[config.mk]
export PLATFORM = sky130hd
export DESIGN_NAME = cop_host_bridge
export DESIGN_NICKNAME = d
export VERILOG_FILES = /design/src/rtl/hb_pkg.sv /design/src/rtl/hb_unlock.sv /design/src/rtl/hb_mailbox.sv /design/src/rtl/hb_loader.sv /design/src/rtl/hb_ctrl.sv /design/src/rtl/cop_host_bridge.sv
export SDC_FILE = /design/constraint.sdc
export NUM_CORES = 1
export LEC_CHECK = 0
export BUFFER_PORTS_ARGS = -buffer_cell sky130_fd_sc_hd__clkbuf_2
export CORE_UTILIZATION = 55
export CTS_BUF_LIST = sky130_fd_sc_hd__clkbuf_8
export DETAILED_ROUTE_END_ITERATION = 6
export GPL_TIMING_DRIVEN = 0
export PLACE_DENSITY = 0.89
export SYNTH_ARGS = -nofsm -noshare
export SYNTH_HDL_FRONTEND = slang
export SYNTH_HIERARCHICAL = 1
export SYNTH_SLANG_ARGS = --single-unit
export TNS_END_PERCENT = 1
[constraint.sdc]
create_clock -name clk -period 6 [get_ports clk]
set_input_delay 1.2 -clock clk [delete_from_list [all_inputs] [get_ports clk]]
set_output_delay 1.2 -clock clk [all_outputs]
set_load 0.1 [all_outputs]
[src/rtl/hb_pkg.sv]
package hb_pkg;
  localparam int HADDR_W  = 13;
  localparam int KEY_LEN  = 8;
  localparam logic [HADDR_W-1:0] OFF_MB0   = 13'h1FF0;
  localparam logic [HADDR_W-1:0] OFF_ALO   = 13'h1FF4;
  localparam logic [HADDR_W-1:0] OFF_AHI   = 13'h1FF5;
  localparam logic [HADDR_W-1:0] OFF_DATA  = 13'h1FF6;
  localparam logic [HADDR_W-1:0] OFF_CTRL  = 13'h1FF7;
  localparam logic [2:0]         WIN_TOP   = 3'b111;

  function automatic logic [7:0] hb_key(input int unsigned idx);
    case (idx)
      0: hb_key = 8'h47;
      1: hb_key = 8'h6E;
      2: hb_key = 8'h31;
      3: hb_key = 8'h14;
      4: hb_key = 8'hB3;
      5: hb_key = 8'hEB;
      6: hb_key = 8'hEC;
      7: hb_key = 8'h2B;
      default: hb_key = 8'h00;
    endcase
  endfunction
endpackage

[src/rtl/hb_unlock.sv]
module hb_unlock #(
  parameter int KEY_LEN = 8,
  parameter int DW      = 8
) (
  input  logic          clk,
  input  logic          rst,
  input  logic          byte_we,
  input  logic [DW-1:0] byte_d,
  output logic          unlocked
);
  localparam int SW = (KEY_LEN > 1) ? $clog2(KEY_LEN) : 1;
  localparam logic [SW-1:0] LAST = SW'(KEY_LEN - 1);

  logic [SW-1:0] step;
  logic          hit;
  logic          first_hit;

  always_comb begin
    hit       = (byte_d == hb_pkg::hb_key(int'(step)));
    first_hit = (byte_d == hb_pkg::hb_key(0));
  end

  always_ff @(posedge clk) begin
    if (rst) begin
      step     <= '0;
      unlocked <= 1'b0;
    end else if (byte_we && !unlocked) begin
      if (hit) begin
        if (step == LAST) begin
          unlocked <= 1'b1;
          step     <= '0;
        end else begin
          step <= step + SW'(1);
        end
      end else begin
        step <= first_hit ? SW'(1) : '0;
      end
    end
  end
endmodule

[src/rtl/hb_mailbox.sv]
module hb_mailbox #(
  parameter int N     = 4,
  parameter int W     = 8,
  parameter int COP_W = 16
) (
  input  logic                 clk,
  input  logic                 rst,
  input  logic                 host_we,
  input  logic [$clog2(N)-1:0] host_idx,
  input  logic [W-1:0]         host_wdata,
  output logic [W-1:0]         host_rval,
  input  logic                 cop_we,
  input  logic [$clog2(N)-1:0] cop_idx,
  input  logic [COP_W-1:0]     cop_wdata,
  output logic [COP_W-1:0]     cop_rdata
);
  logic [W-1:0] box [N];

  for (genvar k = 0; k < N; k++) begin : g_box
    logic host_hit, cop_hit;
    assign host_hit = host_we && (host_idx == k);
    assign cop_hit  = cop_we  && (cop_idx  == k);
    always_ff @(posedge clk) begin
      if (rst)           box[k] <= '0;
      else if (host_hit) box[k] <= host_wdata;
      else if (cop_hit)  box[k] <= cop_wdata[W-1:0];
    end
  end

  assign host_rval = box[host_idx];

  always_ff @(posedge clk) begin
    if (rst) cop_rdata <= '0;
    else     cop_rdata <= COP_W'(box[cop_idx]);
  end
endmodule

[src/rtl/hb_loader.sv]
module hb_loader #(
  parameter int AW = 20,
  parameter int DW = 8
) (
  input  logic          clk,
  input  logic          rst,
  input  logic          stage_we,
  input  logic          latch_we,
  input  logic          data_we,
  input  logic          own,
  input  logic [DW-1:0] wdata,
  output logic          ram_we,
  output logic [AW-1:0] ram_addr,
  output logic [DW-1:0] ram_wdata
);
  localparam int LOW = AW - 2 * DW;

  logic [AW-1:0] ptr;
  logic [DW-1:0] staged;

  always_ff @(posedge clk) begin
    if (rst) begin
      ptr       <= '0;
      staged    <= '0;
      ram_we    <= 1'b0;
      ram_addr  <= '0;
      ram_wdata <= '0;
    end else begin
      ram_we <= 1'b0;
      if (stage_we) staged <= wdata;
      if (latch_we) ptr <= {wdata, staged, {LOW{1'b0}}};
      if (data_we && own) begin
        ram_we    <= 1'b1;
        ram_addr  <= ptr;
        ram_wdata <= wdata;
        ptr       <= ptr + AW'(1);
      end
    end
  end
endmodule

[src/rtl/hb_ctrl.sv]
module hb_ctrl #(
  parameter int DW = 8
) (
  input  logic          clk,
  input  logic          rst,
  input  logic          host_we,
  input  logic [DW-1:0] wdata,
  input  logic          cop_ovl_we,
  input  logic          cop_ovl_d,
  input  logic          cop_irq_ack,
  output logic          own,
  output logic          ovl,
  output logic          cop_reset,
  output logic          cop_irq
);
  localparam int B_OWN = 0;
  localparam int B_RST = 1;
  localparam int B_IRQ = 2;
  localparam int B_OVL = DW - 1;

  always_ff @(posedge clk) begin
    if (rst) begin
      own       <= 1'b1;
      ovl       <= 1'b0;
      cop_reset <= 1'b1;
      cop_irq   <= 1'b0;
    end else begin
      cop_reset <= host_we && wdata[B_RST];
      if (host_we) begin
        own <= wdata[B_OWN];
        ovl <= wdata[B_OVL];
      end else if (cop_ovl_we) begin
        ovl <= cop_ovl_d;
      end
      if (host_we && wdata[B_IRQ]) cop_irq <= 1'b1;
      else if (cop_irq_ack)        cop_irq <= 1'b0;
    end
  end
endmodule

[src/rtl/cop_host_bridge.sv]
module cop_host_bridge #(
  parameter int HADDR_W = 13,
  parameter int DW      = 8,
  parameter int COP_W   = 16,
  parameter int RAM_AW  = 20,
  parameter int N_MB    = 4
) (
  input  logic                    clk,
  input  logic                    rst,
  input  logic [HADDR_W-1:0]      host_addr,
  input  logic                    host_wr,
  input  logic                    host_rd,
  input  logic [DW-1:0]           host_wdata,
  output logic [DW-1:0]           host_rdata,
  input  logic [$clog2(N_MB)-1:0] cop_mb_sel,
  input  logic                    cop_mb_we,
  input  logic [COP_W-1:0]        cop_mb_wdata,
  output logic [COP_W-1:0]        cop_mb_rdata,
  input  logic                    cop_ovl_we,
  input  logic                    cop_ovl_d,
  input  logic                    cop_irq_ack,
  output logic                    ram_we,
  output logic [RAM_AW-1:0]       ram_addr,
  output logic [DW-1:0]           ram_wdata,
  output logic                    cop_halt,
  output logic                    cop_reset,
  output logic                    cop_irq,
  output logic                    overlay_en
);
  import hb_pkg::*;
  localparam int MBW = $clog2(N_MB);

  logic          unlocked;
  logic          in_win, is_mb, is_alo, is_ahi, is_data, is_ctrl;
  logic          wr_ok;
  logic [DW-1:0] mb_rval;
  logic          own, ovl;

  always_comb begin
    in_win  = (host_addr[HADDR_W-1 -: 3] == WIN_TOP);
    is_mb   = (host_addr[HADDR_W-1:MBW] == OFF_MB0[HADDR_W-1:MBW]);
    is_alo  = (host_addr == OFF_ALO);
    is_ahi  = (host_addr == OFF_AHI);
    is_data = (host_addr == OFF_DATA);
    is_ctrl = (host_addr == OFF_CTRL);
    wr_ok   = host_wr && unlocked;
  end

  hb_unlock #(.KEY_LEN(KEY_LEN), .DW(DW)) u_unlock (
    .clk(clk), .rst(rst),
    .byte_we(host_wr && in_win), .byte_d(host_wdata),
    .unlocked(unlocked)
  );

  hb_mailbox #(.N(N_MB), .W(DW), .COP_W(COP_W)) u_mbox (
    .clk(clk), .rst(rst),
    .host_we(wr_ok && is_mb), .host_idx(host_addr[MBW-1:0]),
    .host_wdata(host_wdata), .host_rval(mb_rval),
    .cop_we(cop_mb_we), .cop_idx(cop_mb_sel),
    .cop_wdata(cop_mb_wdata), .cop_rdata(cop_mb_rdata)
  );

  hb_loader #(.AW(RAM_AW), .DW(DW)) u_loader (
    .clk(clk), .rst(rst),
    .stage_we(wr_ok && is_alo), .latch_we(wr_ok && is_ahi),
    .data_we(wr_ok && is_data), .own(own), .wdata(host_wdata),
    .ram_we(ram_we), .ram_addr(ram_addr), .ram_wdata(ram_wdata)
  );

  hb_ctrl #(.DW(DW)) u_ctrl (
    .clk(clk), .rst(rst),
    .host_we(wr_ok && is_ctrl), .wdata(host_wdata),
    .cop_ovl_we(cop_ovl_we), .cop_ovl_d(cop_ovl_d),
    .cop_irq_ack(cop_irq_ack),
    .own(own), .ovl(ovl), .cop_reset(cop_reset), .cop_irq(cop_irq)
  );

  assign cop_halt   = own;
  assign overlay_en = ovl;

  always_ff @(posedge clk) begin
    if (rst) begin
      host_rdata <= '0;
    end else begin
      host_rdata <= '0;
      if (host_rd && unlocked) begin
        if (is_mb)        host_rdata <= mb_rval;
        else if (is_ctrl) host_rdata <= {ovl, {(DW-2){1'b0}}, own};
      end
    end
  end
endmodule

# After elaboration in Yosys (flattened, before gate mapping)

Memories as Yosys holds them, arrays and structs flattened. A register that Yosys moved wholly into a read port is not among the register bits.
Index checks and enable logic that the tools add are counted.
Widths: inputs -> output; s select.

$add $sub $neg: 2
Equal/unequal tests: 15
Muxes and demuxes: 52
Bitwise gates (word level): 9
Reduce and logical (&&, ||, !) cells: 28

Operators with widths:

| operator              | number |
|---|---|
| $mux 8                | 10 |
| $eq 13x13->1 const B  | 4 |
| $mux 20               | 2 |
| $mux 1                | 36 |
| $add 20x1->20 const B | 1 |
| $logic_and 1x1->1     | 20 |
| $mux 3                | 4 |
| $eq 11x11->1 const B  | 1 |
| $eq 2x2->1 const B    | 4 |
| $eq 8x7->1 const B    | 1 |
| $eq 8x8->1            | 1 |
| $or 1x1->1            | 8 |
| $eq 3x3->1 const B    | 2 |
| $reduce_bool 2->1     | 3 |
| $eq 2x1->1 const B    | 2 |
| $logic_not 2->1       | 2 |
| $add 3x1->3 const B   | 1 |
| $reduce_and 3->1      | 1 |
| $reduce_or 2->1       | 1 |
| $logic_not 1->1       | 1 |
| $not 1->1             | 1 |

Bits in registers: 81
RAM bits: 32
Memory bits (read-only): 64
Input port bits: 47
Output and inout bits: 57
Word-level logic and storage cells: 121
Memories: 2

Memories:

| name            | words | bits a word | rd ports | clocked after Yosys merged registers in | write ports | RTL line         | source |
|---|---|---|---|---|---|---|---|
| (no name shown) | 8     | 8           | 1        | 1                                       | 0           | hb_pkg.sv:12     | `case (idx)` |
| u_mbox.box      | 4     | 8           | 2        | 1                                       | 4           | hb_mailbox.sv:17 | `logic [W-1:0] box [N];` |

# Longest topological paths before layout

Gate-level depths: netlist of the first run.

Depth after elaboration: 8
Depth in mapped cells: 11
Depth with buffers taken out: 10

# By module

Netlist of the first run, hierarchy kept.

By module, submodules not included:

| module          | times used | cells an instance | area an instance (um2) | sequential area each (um2) |
|---|---|---|---|---|
| hb_loader       | 1          | 294               | 2417.3                 | 1141.1 |
| hb_mailbox      | 1          | 142               | 2254.7                 | 1121.1 |
| hb_unlock       | 1          | 67                | 705.7                  | 240.2 |
| cop_host_bridge | 1          | 36                | 357.8                  | 160.2 |
| hb_ctrl         | 1          | 14                | 151.4                  | 80.1 |

# Worst setup path after synthesis of the first run

No wires, ideal clock.

Path type: in2reg
Start: input host_addr[3]
End: register u_loader.ptr[17]
Library setup time: 74 ps
Data arrival time: 3346 ps
Required time: 5926 ps
Setup slack: 2579 ps
Cell stages on the path: 8
Path buffers: 1
Path through: nand4b_4 or3_1 buf_2 nor4b_2 nand3_1 or3_4 or4_1 a31oi_1

Longest elaborated chain between the ends: 4
Elaborated cells between the ends (all ways): 7
Classes of those cells: 2 x eq/ne; 1 x mux; 4 x reduce/logical

RTL lines:

| what                                         | RTL line              | source |
|---|---|---|
| from (decl)                                  | cop_host_bridge.sv:10 | `input logic [HADDR_W-1:0] host_addr,` |
| $eq 13x13->1                                 | cop_host_bridge.sv:44 | `is_data = (host_addr == OFF_DATA);` |
| $logic_and 1x1->1                            | cop_host_bridge.sv:66 | `.data_we(wr_ok && is_data), .own(own), .wdata(host_wdata),` |
| $logic_and 1x1->1                            | hb_loader.sv:32       | `if (data_we && own) begin` |
| $mux 20 or $reduce_bool 2->1 (tied branches) | -                     |  |
| to (signal assigned)                         | hb_loader.sv:31       | `if (latch_we) ptr <= {wdata, staged, {LOW{1'b0}}};` |
| to (signal assigned)                         | hb_loader.sv:36       | `ptr <= ptr + AW'(1);` |
| to (decl)                                    | hb_loader.sv:18       | `logic [AW-1:0] ptr;` |

Parallel ways exist; a longest one is shown, timed or not.
A chain may end at the register's enable or synchronous reset.

# Worst setup path in the final report of the first run

Ends and elaborated chain as after synthesis.

==> impl_summary.txt, run 1 <==
----------------------------------------------------
[Outcome]
  Status ... complete, no violations

[Yosys]
  Main flop type after synthesis ... dfxtp_1
  Synthesized-area fraction occupied by and/or/nand/nor cells ... 20.98%
  Post-synth EDFFs ... 32
  Most frequent cell after synthesis ... dfxtp_1
  Proportion of register bits with asynchronous set or reset after synthesis ... 0%
  Combinational family with the most area after synthesis ... simple AND/OR/NAND/NOR gates
  Sequential element share of the synthesized area ... 46.59%
  Synthesized flop and latch total ... 121
  Cell area after synthesis ... 5887 um^2
  Adder and majority cell fraction of the synthesized area ... 1.275%
  Portion of netlist area occupied by mux cells ... 8.842%
  Number of warning messages in the yosys log ... 6
  Compound-cell area share of the yosys netlist ... 15.13%
  Leading post-synthesis cells by cell area ... dfxtp_1 (30%), edfxtp_1 (16%), mux4_2 (5.7%)
  Syn avg cell area ... 10.65 um^2
  Leading cell types by count after synthesis ... dfxtp_1 (89), nand2_1 (76), a21oi_1 (47), a22o_1 (32), edfxtp_1 (32)
  Fraction of synthesized cell area taken by the top area cell type ... 30.27%
  XOR/XNOR Fraction of Synth Area ... 2.295%
  Cell taking the most area after synthesis ... dfxtp_1
  Distinct cell type count after synthesis ... 74
  Cells after Synth ... 553

[Drt]
  Post-detailed-route wirelength per cell ... 18.70 um
  Final antenna-violating net count ... 0
  First-pass detailed-route iteration total ... 5
  Final WL ... 15.24 mm
  Avg Vias per Cell ... 6.080
  Total vias in the final route ... 4955
  Drt drc ... 0
  Initial drt markers ... 423

[Finish]
  Sequential standard cell area ... 2743 um^2
  Non-filler cells, final ... 815
  Total of fill cells in the finished design ... 770
  Number of diodes ... 0
  Multi-input gate area ... 2897 um^2
  Proportion of layout cells with a drive suffix above 1 ... 28.87%
  Layout-stage area growth over the synthesis result ... 17.62%
  Final net count ... 719

[Floorplan]
  Height of the chip ... 105.5 um
  IO Pins ... 104
  Floorplan die area ... 11120 um^2
  Horiz. Die Dim ... 105.5 um
  Number of placement rows ... 37
  Initial core utilization ... 56.77%
  Placeable core area ... 10370 um^2

[GRT]
  Number of global-route vias before repair ... 4876
  Initial antenna violation count ... 0
  First-pass GRT wire length ... 23.89 mm
  Remaining global-route overflow ... 0
  Maximum number of pins on one net before global-route repair ... 19
  Overall track demand over capacity in global routing ... 28.34%

[Critical path]
  Largest driver fanout on the critical path ... 7
  Category of the critical setup timing path ... in -> reg
  Sort of element at the start of the critical path ... input port
  Data arrival time of the critical path ... 3.85 ns
  Required time worst endpoint ... 6.37 ns
  Worst reg-to-reg setup slack ... 2.96 ns
  Critical register-to-register path endpoint ... u_loader/ptr[17]
  Cell depth of the worst flop-to-flop path ... 8
  Startpoint of the lowest-slack register-to-register path ... u_unlock/unlocked
  Kind of end point of the critical path ... flip-flop

[STA]
  Final setup violation count ... 0
  Final worst-path setup slack ... 2.513 ns
  Setup tns final ... 0 ns
  Final worst path period need ... 3.487 ns
  Total count of hold-check failures in the final report ... 0
  Worst slew margin relative to its limit ... 30.23%
  Achievable frequency ... 0.2868 GHz
  Transition time at the pin with the least slew margin ... 1.040 ns
  RSZ-0062 raised after global routing ... false
  Number of max-slew violations in the final report ... 0
  Final worst clock skew ... 0.006416 ns
  Final worst path period share ... 58.11%

[Clocking]
  TritonCTS clock tree ... yes
  Worst-case clock buffer depth ... 2
  Number of sinks on the clock net ... 121
  Number of hold-repair buffers added at the cts stage ... 0
  Number of buffers added by the clock tree synthesis step ... 17
  Clock slew seen by the registers of the worst setup and hold paths ... 0.07 ns
  Total setup buffers inserted after CTS ... 0
  Post-CTS Resized ... 0
  Clock root cell ... clkbuf_8
  Maximum level of the CTS H-tree ... 4
  Insertion delay of the later-clocked pin in the worst-skew pair ... 0.44 ns

[Power and ir drop]
  Max IR drop VDD ... 158.2 uV
  Leak Pwr ... 2.660 nW
  Pwr Density ... 258.4 nW/um^2

[Hold path]
  Beginning of the worst hold path ... u_loader/ram_addr[19]
  Kind of path behind the tightest hold check ... reg -> reg
  Min-Delay Endpoint ... u_loader/ram_addr[19]
  Cell depth of the worst min-delay path ... 2

[Placement]
  Post-place setup slack ... 2.123 ns
  Placed Cells ... 783
  Final RePlAce weighted congestion ... 0.8817
  Number of input and output port buffers inserted ... 87
  Post-detailed-placement half-perimeter wirelength ... 10.49 mm

[Job]
  Max-capacitance violation count ... 0

----------------------------------------------------
power breakdown:
| group | switching [mW] | internal [mW] |
|---|---|---|
| logic | 0.129 | 0.0598 |
| registers | 0.00948 | 0.859 |
| clock network | 0.330 | 0.402 |
kinds of logic (layout without fill, tap and decap cells):
group	count (synthesis)	in the layout
xor+xnor	12	12
flops	121	121
other cells	1	8
simple gates	204	204
buf+inv	50	169
fa+ha+maj	6	6
compound gates	128	128
mux	31	31
through the flow:
step	utilization (%)	hold slack [ns]	area (um^2)	power [mW]
after global placement	62.86	0.4428	6519	1.064
after global routing	66.77	0.4831	6924	1.841
after floorplan	-	0.4456	5913	1.018
final	66.77	0.4607	6924	1.789
after CTS	66.67	0.4620	6914	1.796
after detailed placement	62.86	0.4513	6519	1.072
cells in the final DEF (no fill, tap or decap), drive strengths merged, types with 7 or more instances in the layout:
cell,Yosys,layout
a21oi,47,47
a22o,32,32
a31oi,10,10
and2,11,11
buf,24,24
clkbuf,13,117
conb,1,8
dfxtp,89,89
edfxtp,32,32
inv,13,15
mux2i,10,10
mux4,16,16
nand2,76,76
nand3,8,8
nand4,9,9
nor2,30,30
nor2b,19,19
nor4,9,9
o21ai,13,13
or3,7,7
xnor2,12,12
registers in the layout (all words and copies together), names as in the netlist, named ones only:
signal / count
u_mbox/cop_rdata: 8
u_unlock/step: 3
u_mbox/box: 32
u_ctrl/cop_reset: 1
host_rdata: 8
u_loader/staged: 8
u_loader/ptr: 20
u_ctrl/cop_irq: 1
u_ctrl/ovl: 1
u_loader/ram_we: 1
u_loader/ram_wdata: 8
u_unlock/unlocked: 1
u_loader/ram_addr: 20
u_ctrl/own: 1
worst max-delay path, stage by stage:
cell      delay, ns
clkbuf_2       0.08
nand4b_4       0.16
or3_1          0.37
buf_2          0.17
nor4b_2        0.58
nand3_1        0.22
or3_4          0.38
or4_1          0.49
a31oi_1        0.18
routing by layer:
layer  up-vias  wire length (um)  global-route usage, %
li1       2258                 -                      -
met1      2346              5710                  32.37
met2       293              7532                  46.85
met3        58              1364                  6.865
met4         0               637                  19.52
met5         -                 0                      0
area by class of cell:
class	count	area share [%]
multi-input cells	389	41.83
flip-flops and latches	121	39.61
repair buffers	87	6.288
plain buffers	37	3.397
clock buffers	17	3.379
well taps	136	2.458
clock inverters	15	2.331
inverters	13	0.7047
worst max-delay path by stage:
stage / startpoint / endpoint / slack (ns)
final: host_addr[3] / u_loader/ptr[17] / 2.51
after CTS: host_addr[3] / u_mbox/box[0][7] / 2.55
after detailed placement: host_addr[3] / u_mbox/box[0][1] / 2.12
after floorplan: host_addr[3] / u_loader/ptr[17] / 2.58
after global placement: host_addr[3] / u_loader/ptr[17] / 2.23
after global routing: host_addr[3] / u_mbox/box[0][7] / 2.43
Power figures use the tool's default switching activity.
==> inputs of run 2 (changes only) <==
--- a/config.mk
+++ b/config.mk
@@ -5,12 +5,13 @@
 export SDC_FILE = /design/constraint.sdc
 export NUM_CORES = 1
 export LEC_CHECK = 0
+export ABC_AREA = 1
 export BUFFER_PORTS_ARGS = -buffer_cell sky130_fd_sc_hd__clkbuf_2
 export CORE_UTILIZATION = 55
 export CTS_BUF_LIST = sky130_fd_sc_hd__clkbuf_8
 export DETAILED_ROUTE_END_ITERATION = 6
 export GPL_TIMING_DRIVEN = 0
-export PLACE_DENSITY = 0.89
+export PLACE_DENSITY = 0.88
 export SYNTH_ARGS = -nofsm -noshare
 export SYNTH_HDL_FRONTEND = slang
 export SYNTH_HIERARCHICAL = 1
==> constraint.sdc (replaced) <==
create_clock -name clk -period 3.4 [get_ports clk]
set_input_delay 0.68 -clock clk [delete_from_list [all_inputs] [get_ports clk]]
set_output_delay 0.68 -clock clk [all_outputs]
set_load 0.1 [all_outputs]
==> impl_summary.txt, run 2 <==
----------------------------------------------------
[Yosys]
  Portion of netlist area occupied by mux cells ... 0% (-8.8 points)
  XOR/XNOR Fraction of Synth Area ... 0.6901% (-1.6 points)
  Post-synth EDFFs ... 32 (unchanged)
  Combinational family with the most area after synthesis ... simple AND/OR/NAND/NOR gates
  Synthesized flop and latch total ... 121 (unchanged)
  Fraction of synthesized cell area taken by the top area cell type ... 28.08% (-2.2 points)
  Distinct cell type count after synthesis ... 45 (-39%)
  Cell area after synthesis ... 6346 um^2 (+7.8%)
  Cells after Synth ... 869 (+57%)
  Adder and majority cell fraction of the synthesized area ... 1.183% (-0.092 points)
  Leading cell types by count after synthesis ... nand2_1 (224), nor2_1 (147), inv_1 (91), dfxtp_1 (89), o21ai_0 (66)
  Most frequent cell after synthesis ... nand2_1
  Main flop type after synthesis ... dfxtp_1
  Synthesized-area fraction occupied by and/or/nand/nor cells ... 34.78% (+14 points)
  Compound-cell area share of the yosys netlist ... 10.61% (-4.5 points)
  Cell taking the most area after synthesis ... dfxtp_1
  Proportion of register bits with asynchronous set or reset after synthesis ... 0% (unchanged)
  Sequential element share of the synthesized area ... 43.22% (-3.4 points)
  Number of warning messages in the yosys log ... 6 (unchanged)
  Syn avg cell area ... 7.303 um^2 (-31%)
  Leading post-synthesis cells by cell area ... dfxtp_1 (28%), edfxtp_1 (15%), nand2_1 (13%)

[Placement]
  Post-place setup slack ... 0.4612 ns (-1.662 ns)
  Number of input and output port buffers inserted ... 87 (unchanged)
  Final RePlAce weighted congestion ... 0.9124 (+3.5%)
  Post-detailed-placement half-perimeter wirelength ... 11.70 mm (+12%)

[Drt]
  Total vias in the final route ... 6152 (+24%)
  Post-detailed-route wirelength per cell ... 14.66 um (-22%)
  Drt drc ... 0 (unchanged)
  Final antenna-violating net count ... 0 (unchanged)
  First-pass detailed-route iteration total ... 6 (+1)
  Final WL ... 16.64 mm (+9.2%)
  Avg Vias per Cell ... 5.420 (-11%)
  Initial drt markers ... 627 (+48%)

[GRT]
  Maximum number of pins on one net before global-route repair ... 17 (-2)
  First-pass GRT wire length ... 26.04 mm (+9.0%)
  Remaining global-route overflow ... 0 (unchanged)
  Global-route met1 utilization ... 33.03% (+0.66 points)
  Met2 Resource Use GR ... 49.91% (+3.1 points)
  Global routing's busiest layer ... met2
  Overall track demand over capacity in global routing ... 28.87% (+0.54 points)
  Number of global-route vias before repair ... 5591 (+15%)
  Initial antenna violation count ... 0 (unchanged)
  Met3 track demand over resource ... 7.410% (+0.55 points)

[Finish]
  Layout-stage area growth over the synthesis result ... 16.90%
  Total of fill cells in the finished design ... 911 (+18%)
  Largest Register ... u_mbox/box
  Leading cell type in the layout, fill and taps excluded ... nand2_1
  Commonest non-fill, non-tap cells in the layout ... nand2_1 (224), nor2_1 (147), inv_1 (91), dfxtp_1 (89), clkbuf_2 (88)
  Top Registers ... u_mbox/box x32, u_loader/ptr x20, u_loader/ram_addr x20
  Final cell utilization of the core ... 67.25% (+0.48 points)
  Final net count ... 1035 (+44%)
  Number of diodes ... 0 (unchanged)
  Max FFs per register ... 32 (unchanged)
  Proportion of layout cells with a drive suffix above 1 ... 20.60% (-8.3 points)

[Critical path]
  Data arrival time of the critical path ... 2.61 ns (-1.24 ns)
  Largest driver fanout on the critical path ... 9 (+2)
  Critical register-to-register path endpoint ... u_mbox/box[0][6]
  Start point of the critical path ... host_addr[9]
  Sort of element at the start of the critical path ... input port
  Worst reg-to-reg setup slack ... 0.97 ns (-1.99 ns)
  Required time worst endpoint ... 3.47 ns (-2.90 ns)
  Category of the critical setup timing path ... in -> reg
  Cell depth of the worst flop-to-flop path ... 5 (-3)
  Kind of end point of the critical path ... flip-flop
  Startpoint of the lowest-slack register-to-register path ... u_unlock/unlocked

[Hold path]
  Min-Delay Endpoint ... u_loader/ram_addr[12]
  Beginning of the worst hold path ... u_loader/ram_addr[12]
  Kind of path behind the tightest hold check ... reg -> reg
  Cell depth of the worst min-delay path ... 2 (unchanged)

[STA]
  Final worst-path setup slack ... 0.8553 ns (-1.658 ns)
  Worst slew margin relative to its limit ... 45.62% (+15 points)
  Final worst path period share ... 74.84%
  Final worst path period need ... 2.545 ns
  Total count of hold-check failures in the final report ... 0 (unchanged)
  Achievable frequency ... 0.3930 GHz
  Final setup violation count ... 0 (unchanged)
  Number of max-slew violations in the final report ... 0 (unchanged)
  Setup tns final ... 0 ns (unchanged)
  Final worst clock skew ... 0.01001 ns (+0.003596 ns)
  RSZ-0062 raised after global routing ... false
  Transition time at the pin with the least slew margin ... 0.8095 ns (-0.2308 ns)

[Clocking]
  Number of hold-repair buffers added at the cts stage ... 0 (unchanged)
  Maximum level of the CTS H-tree ... 4 (unchanged)
  Post-CTS Resized ... 0 (unchanged)
  Clock slew seen by the registers of the worst setup and hold paths ... 0.07 ns (about the same)
  TritonCTS clock tree ... yes
  Clock root cell ... clkbuf_8
  Number of sinks on the clock net ... 121 (unchanged)
  Worst-case clock buffer depth ... 2 (unchanged)
  Number of buffers added by the clock tree synthesis step ... 17 (unchanged)
  Insertion delay of the later-clocked pin in the worst-skew pair ... 0.44 ns (about the same)
  Total setup buffers inserted after CTS ... 0 (unchanged)

[Job]
  Max-capacitance violation count ... 0 (unchanged)

[Outcome]
  Status ... complete, no violations

[Power and ir drop]
  Leak Pwr ... 3.497 nW (+31%)
  Pwr Density ... 445.1 nW/um^2 (+72%)
  Max IR drop VDD ... 353.9 uV (+120%)

[Floorplan]
  Height of the chip ... 109.4 um (+3.8%)
  Number of placement rows ... 38 (+2.7%)
  Initial core utilization ... 57.53% (+0.76 points)
  Floorplan die area ... 11970 um^2 (+7.7%)
  Horiz. Die Dim ... 109.4 um (+3.8%)
  IO Pins ... 104 (unchanged)
  Placeable core area ... 11030 um^2 (+6.4%)

----------------------------------------------------
## run 2: area by class of cell
type,count,area (um^2),share of cell area (%)
repair buffers,87,435.4,5.869
multi-input cells,623,3029,40.83
clock inverters,13,173.9,2.344
plain buffers,29,209.0,2.817
flip-flops and latches,121,2743,36.97
clock buffers,19,261.5,3.525
well taps,140,175.2,2.361
inverters,103,391.6,5.279
## run 2: stage by stage
step                      power, mW  hold WS (ns)  cells  area (um^2)
after floorplan               1.820        0.4536    876         6372
after global placement        1.914        0.4544   1103         6983
after detailed placement      1.923        0.4553   1103         6983
after CTS                     3.312        0.4689   1135         7418
after global routing          3.405        0.4811   1135         7418
final                         3.302        0.4662   1135         7418
## run 2: how the worst max path moves through the flow
stage	slack (ns)	endpoint
floorplan	0.98	u_mbox/box[0][0]
global placement	0.54	u_mbox/box[0][2]
detailed placement	0.46	u_mbox/box[1][2]
CTS	0.91	u_mbox/box[0][0]
global route	0.62	u_mbox/box[0][1]
finish	0.86	u_mbox/box[0][6]
## run 2: kinds of logic after synthesis
logic type	after synthesis
simple gates	484
compound gates	120
xor+xnor	5
other cells	1
flops	121
buf+inv	132
fa+ha+maj	6
## run 2: worst max-delay path, stage by stage
cell and delay, ns:
clkbuf_2 0.07, nand2_1 0.06, nor2_1 0.10, nand2_1 0.11
nor3_1 0.68, nand2_1 0.31, nand3_2 0.23, nand3_1 0.35
## run 2: metal layers
layer	part of all wire (%)	vias up
li1	-	2986
met1	39	2790
met2	48	316
met3	8.5	60
met4	4.1	0
met5	0	-
## run 2: power by group
group	switching [mW]	internal [mW]	total [mW]
logic	0.273	0.0845	0.357
registers	0.0198	1.52	1.54
clock network	0.573	0.830	1.40
==> inputs of run 3 (changes only) <==
==> constraint.sdc (replaced) <==
create_clock -name clk -period 2.6 [get_ports clk]
set_input_delay 0.52 -clock clk [delete_from_list [all_inputs] [get_ports clk]]
set_output_delay 0.52 -clock clk [all_outputs]
set_load 0.1 [all_outputs]
==> impl_summary.txt, run 3 (same netlist as run 2, synthesis figures left out) <==
----------------------------------------------------
[Clocking]
  Number of hold-repair buffers added at the cts stage ... 0 (unchanged)
  Number of buffers added by the clock tree synthesis step ... 17 (unchanged)
  Clock root cell ... clkbuf_8
  Number of sinks on the clock net ... 121 (unchanged)
  Clock slew seen by the registers of the worst setup and hold paths ... 0.07 ns (about the same)
  TritonCTS clock tree ... yes
  Worst-case clock buffer depth ... 2 (unchanged)
  Maximum level of the CTS H-tree ... 4 (unchanged)
  Insertion delay of the later-clocked pin in the worst-skew pair ... 0.44 ns (about the same)

[Critical path]
  Worst path slowest cell ... nor3_2
  Cells traversed along the worst timing path ... nand2_1 > nor3_2 > nand2_2 > nand2_2 > nand3_1
  CP dominant cell by count ... nand2_2
  Kind of end point of the critical path ... flip-flop
  Cell depth of the worst flop-to-flop path ... 5 (unchanged)
  Largest driver fanout on the critical path ... 9 (unchanged)
  Data arrival time of the critical path ... 2.23 ns (-0.38 ns)
  Worst path top cell family by delay ... simple AND/OR/NAND/NOR gates
  Start point of the critical path ... u_unlock/unlocked
  Worst reg-to-reg setup slack ... 0.41 ns (-0.56 ns)
  Critical register-to-register path endpoint ... u_mbox/box[1][6]
  Startpoint of the lowest-slack register-to-register path ... u_unlock/unlocked
  Required time worst endpoint ... 2.65 ns (-0.82 ns)
  Crit path buffers/inverters ... 0 (-1)
  Crit. path cell count ... 5 (-3)
  Stage delay of the slowest cell on the critical path ... 0.47 ns (-0.21 ns)
  Category of the critical setup timing path ... reg -> reg
  Sort of element at the start of the critical path ... flip-flop

[GRT]
  Met2 Resource Use GR ... 49.91% (unchanged)
  Remaining global-route overflow ... 0 (unchanged)
  Met3 track demand over resource ... 7.410% (unchanged)
  First-pass GRT wire length ... 26.04 mm (unchanged)
  Global routing's busiest layer ... met2
  Maximum number of pins on one net before global-route repair ... 17 (unchanged)
  Global-route met1 utilization ... 33.03% (unchanged)
  Overall track demand over capacity in global routing ... 28.87% (unchanged)
  Number of global-route vias before repair ... 5591 (unchanged)
  Initial antenna violation count ... 0 (unchanged)

[Placement]
  Number of input and output port buffers inserted ... 87 (unchanged)
  Placed Cells ... 1103 (unchanged)
  Final RePlAce weighted congestion ... 0.9124 (unchanged)
  Post-detailed-placement half-perimeter wirelength ... 11.70 mm (unchanged)

[STA]
  Final worst clock skew ... 0.008598 ns (-0.001414 ns)
  RSZ-0062 raised after global routing ... false
  Worst slew margin relative to its limit ... 57.98% (+12 points)
  Number of max-slew violations in the final report ... 0 (unchanged)
  Final setup violation count ... 0 (unchanged)
  Final worst path period need ... 2.186 ns
  Total count of hold-check failures in the final report ... 0 (unchanged)
  Achievable frequency ... 0.4575 GHz
  Transition time at the pin with the least slew margin ... 0.6255 ns (-0.1840 ns)
  Final worst path period share ... 84.08%

[Hold path]
  Beginning of the worst hold path ... cop_irq_ack
  Kind of path behind the tightest hold check ... in -> reg
  Min-Delay Endpoint ... u_ctrl/cop_irq
  Cell depth of the worst min-delay path ... 4 (+2)

[Finish]
  Largest Register ... u_mbox/box
  Commonest non-fill, non-tap cells in the layout ... nand2_1 (224), nor2_1 (147), inv_1 (91), dfxtp_1 (89), clkbuf_2 (88)
  Non-filler cells, final ... 1135 (unchanged)
  Top Registers ... u_mbox/box x32, u_loader/ptr x20, u_loader/ram_addr x20
  Max FFs per register ... 32 (unchanged)
  Number of diodes ... 0 (unchanged)
  Leading cell type in the layout, fill and taps excluded ... nand2_1
  Final net count ... 1035 (unchanged)
  Proportion of layout cells with a drive suffix above 1 ... 20.70% (+0.10 points)
  Layout-stage area growth over the synthesis result ... 16.98% (about the same)
  Total of fill cells in the finished design ... 911 (unchanged)

[Power and ir drop]
  Total power ... 4.322 mW (+31%)
  Clock network fraction of design power ... 42.6% (about the same)
  Share of power burned in registers ... 46.6% (about the same)
  Pwr Density ... 582.3 nW/um^2 (+31%)
  Leak Pwr ... 3.498 nW (about the same)
  Power Internal ... 3.186 mW (+31%)
  Switching Power ... 1.137 mW (+31%)
  Logic gate share of total power ... 10.8% (about the same)
  Max IR drop VDD ... 464.2 uV (+31%)
  Proportion of total power due to net switching ... 26.30% (+0.086 points)

[Floorplan]
  Floorplan die area ... 11970 um^2 (unchanged)
  Number of placement rows ... 38 (unchanged)
  Horiz. Die Dim ... 109.4 um (unchanged)
  IO Pins ... 104 (unchanged)
  Placeable core area ... 11030 um^2 (unchanged)
  Height of the chip ... 109.4 um (unchanged)
  Initial core utilization ... 57.53% (unchanged)

[Drt]
  Drt drc ... 0 (unchanged)
  Final WL ... 16.73 mm (+0.52%)
  Initial drt markers ... 633 (+0.96%)
  First-pass detailed-route iteration total ... 5 (-1)
  Total vias in the final route ... 6168 (+0.26%)
  Avg Vias per Cell ... 5.434 (+0.26%)
  Post-detailed-route wirelength per cell ... 14.74 um (+0.52%)
  Final antenna-violating net count ... 0 (unchanged)

[Job]
  Max-capacitance violation count ... 0 (unchanged)

[Outcome]
  Status ... complete, no violations

----------------------------------------------------
## run 3: changes by cell type in the layout (fill, tap and decap cells not counted)
cell	previous run	this run
nor3_2	0	1
nor3_1	4	3
## run 3: power groups by stage
| stage | Sequential (mW) | Clock [mW] | Combinational (mW) |
|---|---|---|---|
| finish | 2.02 | 1.84 | 0.466 |
| global route | 2.02 | 1.93 | 0.499 |
| CTS | 2.01 | 1.86 | 0.461 |
| detailed placement | 2.06 | 0 | 0.458 |
| global placement | 2.05 | 0 | 0.449 |
| floorplan | 2.14 | 0 | 0.244 |
## run 3: layout make-up
cell class                 instances  area, um^2  area share [%]
buffer                            29       209.0           2.815
clock buffer                      19       261.5           3.523
clock inverter                    13       173.9           2.343
inverter                         103       391.6           5.276
multi-input combinational        623        3034           40.87
sequential                       121        2743           36.95
tap                              140       175.2           2.360
timing repair buffer              87       435.4           5.866
## run 3: worst register-to-register path, delay by kind of cell (launching register included)
family | cells | cell delay, ns
DFF | 1 | 0.38
and+or+nand+nor | 5 | 1.42
## run 3: through the flow
step	setup WS, ns	TNS (ns)	utilization (%)	instance area (um^2)	hold slack, ns
finish	0.4140	0	67.30	7423	0.3257
detailed placement	-0.1788	-2.915	63.31	6983	0.4553
floorplan	0.3435	0	-	6372	0.4536
CTS	0.2100	0	67.25	7418	0.3168
global placement	-0.09831	-1.799	63.31	6983	0.4544
global route	0.2524	0	67.30	7423	0.3306
## run 3: per-layer routing
metal  wire, um  up-vias
li1           -     2993
met1       6398     2802
met2       8305      323
met3       1390       50
met4        634        0
met5          0        -
## run 3: worst max-delay path by stage
stage,end,slack [ns]
2_1_floorplan,u_mbox/box[0][0],0.34
3_3_place_gp,u_mbox/box[0][2],-0.1
3_5_place_dp,u_mbox/box[1][2],-0.18
4_1_cts,u_mbox/box[0][0],0.21
5_1_grt,u_mbox/box[0][1],0.25
6_report,u_mbox/box[1][6],0.41
## run 3: timing repair
action / 4_1_cts / 5_1_grt
resized for setup: 0 / 1
endpoints found under the setup margin: 0 / 8
buffers inserted: 0 / 0
